==> src/rtl/nand_seq_pkg.sv <==
package nand_seq_pkg;

    typedef enum logic [1:0] {
        WIN_REG  = 2'b00,
        WIN_DATA = 2'b01,
        WIN_CMD  = 2'b10,
        WIN_ADDR = 2'b11
    } win_e;

    typedef enum logic [2:0] {
        ST_IDLE,
        ST_DELAY,
        ST_SETUP,
        ST_STROBE,
        ST_HOLD,
        ST_RELEASE,
        ST_DONE
    } state_e;

    typedef struct packed {
        logic [7:0] release_c;
        logic [7:0] hold_c;
        logic [7:0] strobe_c;
        logic [7:0] setup_c;
    } timing_t;

    localparam int CTRL_WAITON_BIT = 1;
    localparam int CTRL_EN_BIT     = 2;
    localparam int CTRL_WIDE_BIT   = 4;
    localparam int CTRL_TCLR_LSB   = 9;
    localparam int CTRL_TAR_LSB    = 13;
    localparam int TURN_W          = 4;

endpackage

==> src/rtl/nand_seq_regs.sv <==
module nand_seq_regs
    import nand_seq_pkg::*;
#(
    parameter int          HOST_W      = 32,
    parameter int          OFF_W       = 8,
    parameter logic [31:0] TIM_DEFAULT = 32'h0104_0600
) (
    input  logic              clk,
    input  logic              rst_n,
    input  logic              wr_en,
    input  logic [OFF_W-1:0]  offset,
    input  logic [HOST_W-1:0] wdata,
    output logic [HOST_W-1:0] rdata,
    output logic [HOST_W-1:0] ctrl_q,
    output timing_t           tim_common,
    output timing_t           tim_attr
);

    localparam logic [OFF_W-1:0]  OFF_CTRL   = OFF_W'(8'h00);
    localparam logic [OFF_W-1:0]  OFF_COMMON = OFF_W'(8'h08);
    localparam logic [OFF_W-1:0]  OFF_ATTR   = OFF_W'(8'h0C);
    localparam logic [HOST_W-1:0] CTRL_MASK  = HOST_W'(32'h0001_FEDF);

    always_ff @(posedge clk or negedge rst_n) begin
        if (!rst_n) begin
            ctrl_q     <= '0;
            tim_common <= timing_t'(TIM_DEFAULT);
            tim_attr   <= timing_t'(TIM_DEFAULT);
        end else if (wr_en) begin
            unique case (offset)
                OFF_CTRL:   ctrl_q     <= wdata & CTRL_MASK;
                OFF_COMMON: tim_common <= timing_t'(wdata[31:0]);
                OFF_ATTR:   tim_attr   <= timing_t'(wdata[31:0]);
                default:    ;
            endcase
        end
    end

    always_comb begin
        unique case (offset)
            OFF_CTRL:   rdata = ctrl_q;
            OFF_COMMON: rdata = HOST_W'(tim_common);
            OFF_ATTR:   rdata = HOST_W'(tim_attr);
            default:    rdata = '0;
        endcase
    end


    reserved_bits_chk: assert property (@(posedge clk) disable iff (!rst_n)
        (ctrl_q & ~CTRL_MASK) == '0);

endmodule

==> src/rtl/nand_seq_fsm.sv <==
module nand_seq_fsm
    import nand_seq_pkg::*;
#(
    parameter int DQ_W = 16
) (
    input  logic              clk,
    input  logic              rst_n,
    input  logic              start,
    input  logic              req_wr,
    input  win_e              req_win,
    input  timing_t           req_tim,
    input  logic [DQ_W-1:0]   req_wdata,
    input  logic              wide,
    input  logic [TURN_W-1:0] tclr,
    input  logic [TURN_W-1:0] tar,
    input  logic [DQ_W-1:0]   dq_in,
    output logic              fsm_idle,
    output logic              fsm_done,
    output logic [DQ_W-1:0]   rd_data,
    output logic              cle,
    output logic              ale,
    output logic              we_n,
    output logic              re_n,
    output logic [DQ_W-1:0]   dq_out,
    output logic              dq_oe
);

    localparam int HALF = DQ_W / 2;

    state_e          state, state_nx;
    logic [7:0]      cnt, cnt_nx;
    logic            op_wr;
    win_e            op_win;
    logic            op_wide;
    timing_t         op_tim;
    logic [DQ_W-1:0] op_data;
    win_e            last_kind;
    logic [DQ_W-1:0] rd_q;

    // turnaround before a read, chosen by the previous flash cycle
    logic [TURN_W-1:0] turn;
    always_comb begin
        unique case (last_kind)
            WIN_CMD:  turn = tclr;
            WIN_ADDR: turn = tar;
            default:  turn = '0;
        endcase
    end

    // next state and phase counter
    always_comb begin
        state_nx = state;
        cnt_nx   = cnt;
        unique case (state)
            ST_IDLE: begin
                if (start) begin
                    if (!req_wr && turn != '0) begin
                        state_nx = ST_DELAY;
                        cnt_nx   = 8'(turn) - 8'd1;
                    end else begin
                        state_nx = ST_SETUP;
                        cnt_nx   = req_tim.setup_c;
                    end
                end
            end
            ST_DELAY: begin
                if (cnt == '0) begin
                    state_nx = ST_SETUP;
                    cnt_nx   = op_tim.setup_c;
                end else cnt_nx = cnt - 8'd1;
            end
            ST_SETUP: begin
                if (cnt == '0) begin
                    state_nx = ST_STROBE;
                    cnt_nx   = op_tim.strobe_c;
                end else cnt_nx = cnt - 8'd1;
            end
            ST_STROBE: begin
                if (cnt == '0) begin
                    if (op_tim.hold_c != '0) begin
                        state_nx = ST_HOLD;
                        cnt_nx   = op_tim.hold_c - 8'd1;
                    end else if (op_tim.release_c != '0) begin
                        state_nx = ST_RELEASE;
                        cnt_nx   = op_tim.release_c - 8'd1;
                    end else state_nx = ST_DONE;
                end else cnt_nx = cnt - 8'd1;
            end
            ST_HOLD: begin
                if (cnt == '0) begin
                    if (op_tim.release_c != '0) begin
                        state_nx = ST_RELEASE;
                        cnt_nx   = op_tim.release_c - 8'd1;
                    end else state_nx = ST_DONE;
                end else cnt_nx = cnt - 8'd1;
            end
            ST_RELEASE: begin
                if (cnt == '0) state_nx = ST_DONE;
                else cnt_nx = cnt - 8'd1;
            end
            ST_DONE:  state_nx = ST_IDLE;
            default:  state_nx = ST_IDLE;
        endcase
    end

    // state register and operation latch
    always_ff @(posedge clk or negedge rst_n) begin
        if (!rst_n) begin
            state     <= ST_IDLE;
            cnt       <= '0;
            op_wr     <= 1'b0;
            op_win    <= WIN_DATA;
            op_wide   <= 1'b0;
            op_tim    <= '0;
            op_data   <= '0;
            last_kind <= WIN_DATA;
            rd_q      <= '0;
        end else begin
            state <= state_nx;
            cnt   <= cnt_nx;
            if (state == ST_IDLE && start) begin
                op_wr     <= req_wr;
                op_win    <= req_wr ? req_win : WIN_DATA;
                op_wide   <= wide;
                op_tim    <= req_tim;
                op_data   <= (wide && req_win == WIN_DATA) ? req_wdata
                             : {{(DQ_W-HALF){1'b0}}, req_wdata[HALF-1:0]};
                last_kind <= req_wr ? req_win : WIN_DATA;
            end
            if (state == ST_STROBE && cnt == '0 && !op_wr)
                rd_q <= op_wide ? dq_in : {{(DQ_W-HALF){1'b0}}, dq_in[HALF-1:0]};
        end
    end

    // pin outputs decoded from the state
    logic drive_ph;
    always_comb begin
        drive_ph = (state == ST_SETUP) || (state == ST_STROBE) || (state == ST_HOLD);
        cle      = drive_ph && op_win == WIN_CMD;
        ale      = drive_ph && op_win == WIN_ADDR;
        we_n     = !(state == ST_STROBE && op_wr);
        re_n     = !(state == ST_STROBE && !op_wr);
        dq_oe    = drive_ph && op_wr;
        dq_out   = dq_oe ? op_data : '0;
        fsm_idle = (state == ST_IDLE);
        fsm_done = (state == ST_DONE);
        rd_data  = rd_q;
    end


    strobe_excl_chk: assert property (@(posedge clk) disable iff (!rst_n)
        !(!we_n && !re_n));

    role_excl_chk: assert property (@(posedge clk) disable iff (!rst_n)
        !(cle && ale));

    bus_turn_chk: assert property (@(posedge clk) disable iff (!rst_n)
        !re_n |-> !dq_oe);

    we_data_chk: assert property (@(posedge clk) disable iff (!rst_n)
        !we_n |-> dq_oe);

    done_entry_chk: assert property (@(posedge clk) disable iff (!rst_n)
        fsm_done |-> ($past(state) == ST_STROBE || $past(state) == ST_HOLD
                      || $past(state) == ST_RELEASE));

    read_role_chk: assert property (@(posedge clk) disable iff (!rst_n)
        !re_n |-> (!cle && !ale));

endmodule

==> src/rtl/nand_bank_seq.sv <==
module nand_bank_seq
    import nand_seq_pkg::*;
#(
    parameter int          ADDR_W      = 12,
    parameter int          HOST_W      = 32,
    parameter int          DQ_W        = 16,
    parameter int          WIN_LSB     = 8,
    parameter logic [31:0] TIM_DEFAULT = 32'h0104_0600
) (
    input  logic              clk,
    input  logic              rst_n,
    input  logic              host_req,
    input  logic              host_wr,
    input  logic [ADDR_W-1:0] host_addr,
    input  logic [HOST_W-1:0] host_wdata,
    output logic              host_ack,
    output logic [HOST_W-1:0] host_rdata,
    output logic              nand_ce_n,
    output logic              nand_cle,
    output logic              nand_ale,
    output logic              nand_we_n,
    output logic              nand_re_n,
    output logic [DQ_W-1:0]   nand_dq_out,
    output logic              nand_dq_oe,
    input  logic [DQ_W-1:0]   nand_dq_in,
    input  logic              nand_rb_n
);

    localparam int ATTR_BIT = WIN_LSB + 2;

    win_e              win;
    logic              attr_sel;
    logic              reg_hit;
    logic              nand_hit;
    logic              start;
    logic              fsm_idle;
    logic              fsm_done;
    logic [HOST_W-1:0] reg_rdata;
    logic [HOST_W-1:0] ctrl_q;
    logic [DQ_W-1:0]   rd_data;
    timing_t           tim_common;
    timing_t           tim_attr;
    timing_t           tim_sel;
    logic              stall;

    assign win      = win_e'(host_addr[WIN_LSB+1:WIN_LSB]);
    assign attr_sel = host_addr[ATTR_BIT];
    assign reg_hit  = host_req && win == WIN_REG;
    assign nand_hit = host_req && win != WIN_REG;
    assign tim_sel  = attr_sel ? tim_attr : tim_common;
    assign stall    = ctrl_q[CTRL_WAITON_BIT] && !nand_rb_n;
    assign start    = nand_hit && fsm_idle && !stall;

    assign host_ack   = reg_hit || fsm_done;
    assign host_rdata = reg_hit ? reg_rdata : HOST_W'(rd_data);
    assign nand_ce_n  = !ctrl_q[CTRL_EN_BIT];

    nand_seq_regs #(
        .HOST_W      (HOST_W),
        .OFF_W       (WIN_LSB),
        .TIM_DEFAULT (TIM_DEFAULT)
    ) regs_i (
        .clk        (clk),
        .rst_n      (rst_n),
        .wr_en      (reg_hit && host_wr),
        .offset     (host_addr[WIN_LSB-1:0]),
        .wdata      (host_wdata),
        .rdata      (reg_rdata),
        .ctrl_q     (ctrl_q),
        .tim_common (tim_common),
        .tim_attr   (tim_attr)
    );

    nand_seq_fsm #(
        .DQ_W (DQ_W)
    ) fsm_i (
        .clk       (clk),
        .rst_n     (rst_n),
        .start     (start),
        .req_wr    (host_wr),
        .req_win   (win),
        .req_tim   (tim_sel),
        .req_wdata (host_wdata[DQ_W-1:0]),
        .wide      (ctrl_q[CTRL_WIDE_BIT]),
        .tclr      (ctrl_q[CTRL_TCLR_LSB +: TURN_W]),
        .tar       (ctrl_q[CTRL_TAR_LSB +: TURN_W]),
        .dq_in     (nand_dq_in),
        .fsm_idle  (fsm_idle),
        .fsm_done  (fsm_done),
        .rd_data   (rd_data),
        .cle       (nand_cle),
        .ale       (nand_ale),
        .we_n      (nand_we_n),
        .re_n      (nand_re_n),
        .dq_out    (nand_dq_out),
        .dq_oe     (nand_dq_oe)
    );


    ready_stall_chk: assert property (@(posedge clk) disable iff (!rst_n)
        (nand_hit && fsm_idle && ctrl_q[CTRL_WAITON_BIT] && !nand_rb_n) |=> fsm_idle);

    stall_no_ack_chk: assert property (@(posedge clk) disable iff (!rst_n)
        (fsm_idle && !reg_hit) |-> !host_ack);

endmodule

==> config.mk <==
export PLATFORM = sky130hd
export DESIGN_NAME = nand_bank_seq
export DESIGN_NICKNAME = d
export VERILOG_FILES = /design/src/rtl/nand_seq_pkg.sv /design/src/rtl/nand_seq_regs.sv /design/src/rtl/nand_seq_fsm.sv /design/src/rtl/nand_bank_seq.sv
export SDC_FILE = /design/constraint.sdc
export NUM_CORES = 1
export LEC_CHECK = 0
export ABC_AREA = 1
export BUFFER_PORTS_ARGS = -buffer_cell sky130_fd_sc_hd__buf_2
export CORE_MARGIN = 3
export CORE_UTILIZATION = 50
export DETAILED_ROUTE_END_ITERATION = 16
export PLACE_DENSITY_LB_ADDON = 0.08
export SYNTH_ARGS = -nofsm -noshare
export SYNTH_HDL_FRONTEND = slang
export SYNTH_HIERARCHICAL = 1
export SYNTH_SLANG_ARGS = --single-unit
==> constraint.sdc <==
create_clock -name clk -period 5.85 [get_ports clk]
set_input_delay 0.585 -clock clk [delete_from_list [all_inputs] [get_ports clk]]
set_output_delay 0.585 -clock clk [all_outputs]
set_load 0.005 [all_outputs]
==> results_dict.tcl <==
set metrics [dict create \
    status "complete, no violations" \
    cts.sinks 158 \
    coreArea_mm2 0.0181 \
    cts_max_path_buffers 2 \
    postRouteWirelength_um 25700 \
    worstSetupEndpointType "output port" \
    die_y_extent_um 142 \
    ys_warn_count 6 \
    number_of_hold_buffers_added_after_cts 0 \
    tns_ns 0 \
    period_needed_ns 3.25 \
    antennaDiodeCount 0 \
    setup_failing_eps_final 0 \
    avgViaCountPerCell 5.23 \
    final_hold_viol_count 0 \
    route.detailed.drc 0 \
    synth.net_count 1389 \
    drt_first_iter_violations 688 \
    finalWeightedCongestion 0.868 \
    hp-class "in -> async" \
    crit_share_post_route_pct 55.5 \
    syn_avg_cell_area_um2 7.05 \
    h_tree_depth 4 \
    arrival_ns 2.66 \
    ant_nets 0 \
    max_slew.worst_pin.slew_ns 1.05 \
    cts_setup_buffers 0 \
    dp.final_hpwl_um 17200 \
    timing.critical_path.required_ns 5.27 \
    irDropWorstVdd_mv 0.218 \
    route.vias.total 8566 \
    placement.setup.worst_slack_ns 2.58 \
    final_critical_path_setup_slack_ns 2.60 \
    slew-limit-headroom_pct 30.1 \
    power-per-cell-area_mw_per_mm2 406 \
    number_of_antenna_violations_at_the_first_check_in_global_routing 0 \
    criticalPathCategory "in -> out" \
    cts_buffers 17 \
    layout.nets 1470 \
    total_grt_overflow 0 \
    placedInstanceArea_mm2 0.00986 \
    post-layout-total-power_w 0.00424 \
    p_leak_nw 5.41 \
    post_cts.resized_instances 0 \
    skew_ns 0.00840 \
    wl_per_cell_um 15.7 \
    first_pass_grt_wire_length_um 42100 \
    syn-cell-area_mm2 0.00928 \
    drt_pass1_iterations 5 \
    critical_path_peak_fanout 34 \
    syn_inst_count 1316 \
    final-max-slew-violation-count 0 \
    io-pin-count 120 \
    cts.clk_slew.worst_paths_ns 0.06 \
    count_of_input_and_output_buffers 118 \
    clock_latency_on_the_worst_skew_pair_ns 0.43 \
    groute.usage.overall_pct 26.2 \
    clock_tree_from_tritoncts "built" \
    fp.dieArea_mm2 0.0202 \
    number_of_fill_cells 1770 \
    grt_max_degree 106 \
    max_freq_ghz 0.308 \
    initial_utilization_pct 51.3 \
    die_w_um 142 \
    post_route_cells_drive_above_1_share_pct 16.3 \
    ctsRootBufferMaster "sky130_fd_sc_hd__clkbuf_16" \
    rsz0062_at_grt "no" \
    setup.worst_path.start_class "input pin" \
    first_global_vias 8182 \
    syn_to_final_growth_pct 12.6 \
    max_capacitance_violation_total 0 \
    postLayoutCellArea_mm2 0.0105 \
    std_cell_rows 49 \
]
==> report_power, final <==
group | switching (W) | internal (W) | total, W
combinational | 0.00104 | 0.000556 | 0.00160
clock | 0.000466 | 0.000673 | 0.00114
sequential | 0.000153 | 0.00135 | 0.00151
total | 0.00166 | 0.00258 | 0.00424
==> routing by layer <==
layer | track usage [%] | vias up | routed length, um
met5 | 0 | - | 0
met3 | 4.67 | 36 | 1160
met2 | 42.6 | 219 | 12200
li1 | - | 4288 | -
met1 | 35.8 | 4023 | 11700
met4 | 8.33 | 0 | 540
==> path summary, 6_finish.rpt <==
kind                                                start  cells past startpoint                                end  slack, ns
setup / recovery                             host_addr[5]                     10                     host_rdata[12]       2.60
hold / removal                                      rst_n                      1  regs_i/tim_common[29]$_DFFE_PN0P_       0.29
setup reg to reg               fsm_i/state[1]$_DFFE_PN0P_                     10       fsm_i/op_tim[17]$_DFFE_PN0P_       3.00
hold reg to reg            regs_i/tim_attr[9]$_DFFE_PN1P_                      2     regs_i/tim_attr[9]$_DFFE_PN1P_       0.47
max in group asynchronous                           rst_n                      2   regs_i/tim_common[1]$_DFFE_PN0P_       4.25
min in group clk                           host_wdata[18]                      3  regs_i/tim_common[18]$_DFFE_PN1P_       0.38
==> cell type report <==
type                            count  area [um^2]  area share (%)
Multi-Input combinational cell    937         4360            41.7
Sequential cell                   158         3970            37.9
Timing Repair Buffer              127          664            6.36
Inverter                          156          586            5.60
Clock buffer                       19          433            4.14
Tap cell                          229          287            2.74
Clock inverter                     12          160            1.53
==> worst max-delay path, stage by stage <==
cell and delay (ns):
sky130_fd_sc_hd__buf_2 0.10, sky130_fd_sc_hd__nor2_1 0.12, sky130_fd_sc_hd__nand2_2 0.15, sky130_fd_sc_hd__nor2_4 0.62
sky130_fd_sc_hd__buf_4 0.49, sky130_fd_sc_hd__nand2_1 0.09, sky130_fd_sc_hd__nand3_1 0.18, sky130_fd_sc_hd__nand3_1 0.11
sky130_fd_sc_hd__nand2_1 0.10, sky130_fd_sc_hd__buf_2 0.11
==> registers in the layout, indices dropped and copies added, names as in the netlist <==
name and count:
fsm_i/cnt 8, fsm_i/last_kind 2, fsm_i/op_data 16, fsm_i/op_tim 32, fsm_i/op_wide 1, fsm_i/op_wr 1
fsm_i/rd_data 16, fsm_i/state 3, regs_i/ctrl_q 15, regs_i/tim_attr 32, regs_i/tim_common 32
==> layout by cell type (no fill, tap or decap), types with 3 or more instances in the layout <==
cell	count
sky130_fd_sc_hd__a21oi_1	15
sky130_fd_sc_hd__buf_2	117
sky130_fd_sc_hd__buf_4	9
sky130_fd_sc_hd__bufinv_16	3
sky130_fd_sc_hd__clkbuf_16	17
sky130_fd_sc_hd__clkinvlp_4	3
sky130_fd_sc_hd__dfrtp_1	149
sky130_fd_sc_hd__dfstp_2	9
sky130_fd_sc_hd__ha_1	8
sky130_fd_sc_hd__inv_1	147
sky130_fd_sc_hd__inv_2	9
sky130_fd_sc_hd__mux2_2	4
sky130_fd_sc_hd__mux2_4	4
sky130_fd_sc_hd__nand2_1	491
sky130_fd_sc_hd__nand2_2	7
sky130_fd_sc_hd__nand3_1	182
sky130_fd_sc_hd__nand3_2	3
sky130_fd_sc_hd__nand4_1	6
sky130_fd_sc_hd__nor2_1	54
sky130_fd_sc_hd__nor2_2	21
sky130_fd_sc_hd__nor2_4	8
sky130_fd_sc_hd__o21ai_0	100
sky130_fd_sc_hd__o21ai_1	3
sky130_fd_sc_hd__o22ai_1	5
sky130_fd_sc_hd__xor2_1	9
==> stage by stage <==
stage | utilization (%) | std cells | hold slack [ns]
CTS | 57.8 | 1638 | 0.340
global route | 57.8 | 1638 | 0.361
detailed placement | 54.5 | 1607 | 0.462
floorplan | - | 1316 | 0.289
finish | 57.8 | 1638 | 0.287
global placement | 54.5 | 1607 | 0.457
(Power assumes the default switching activity.)
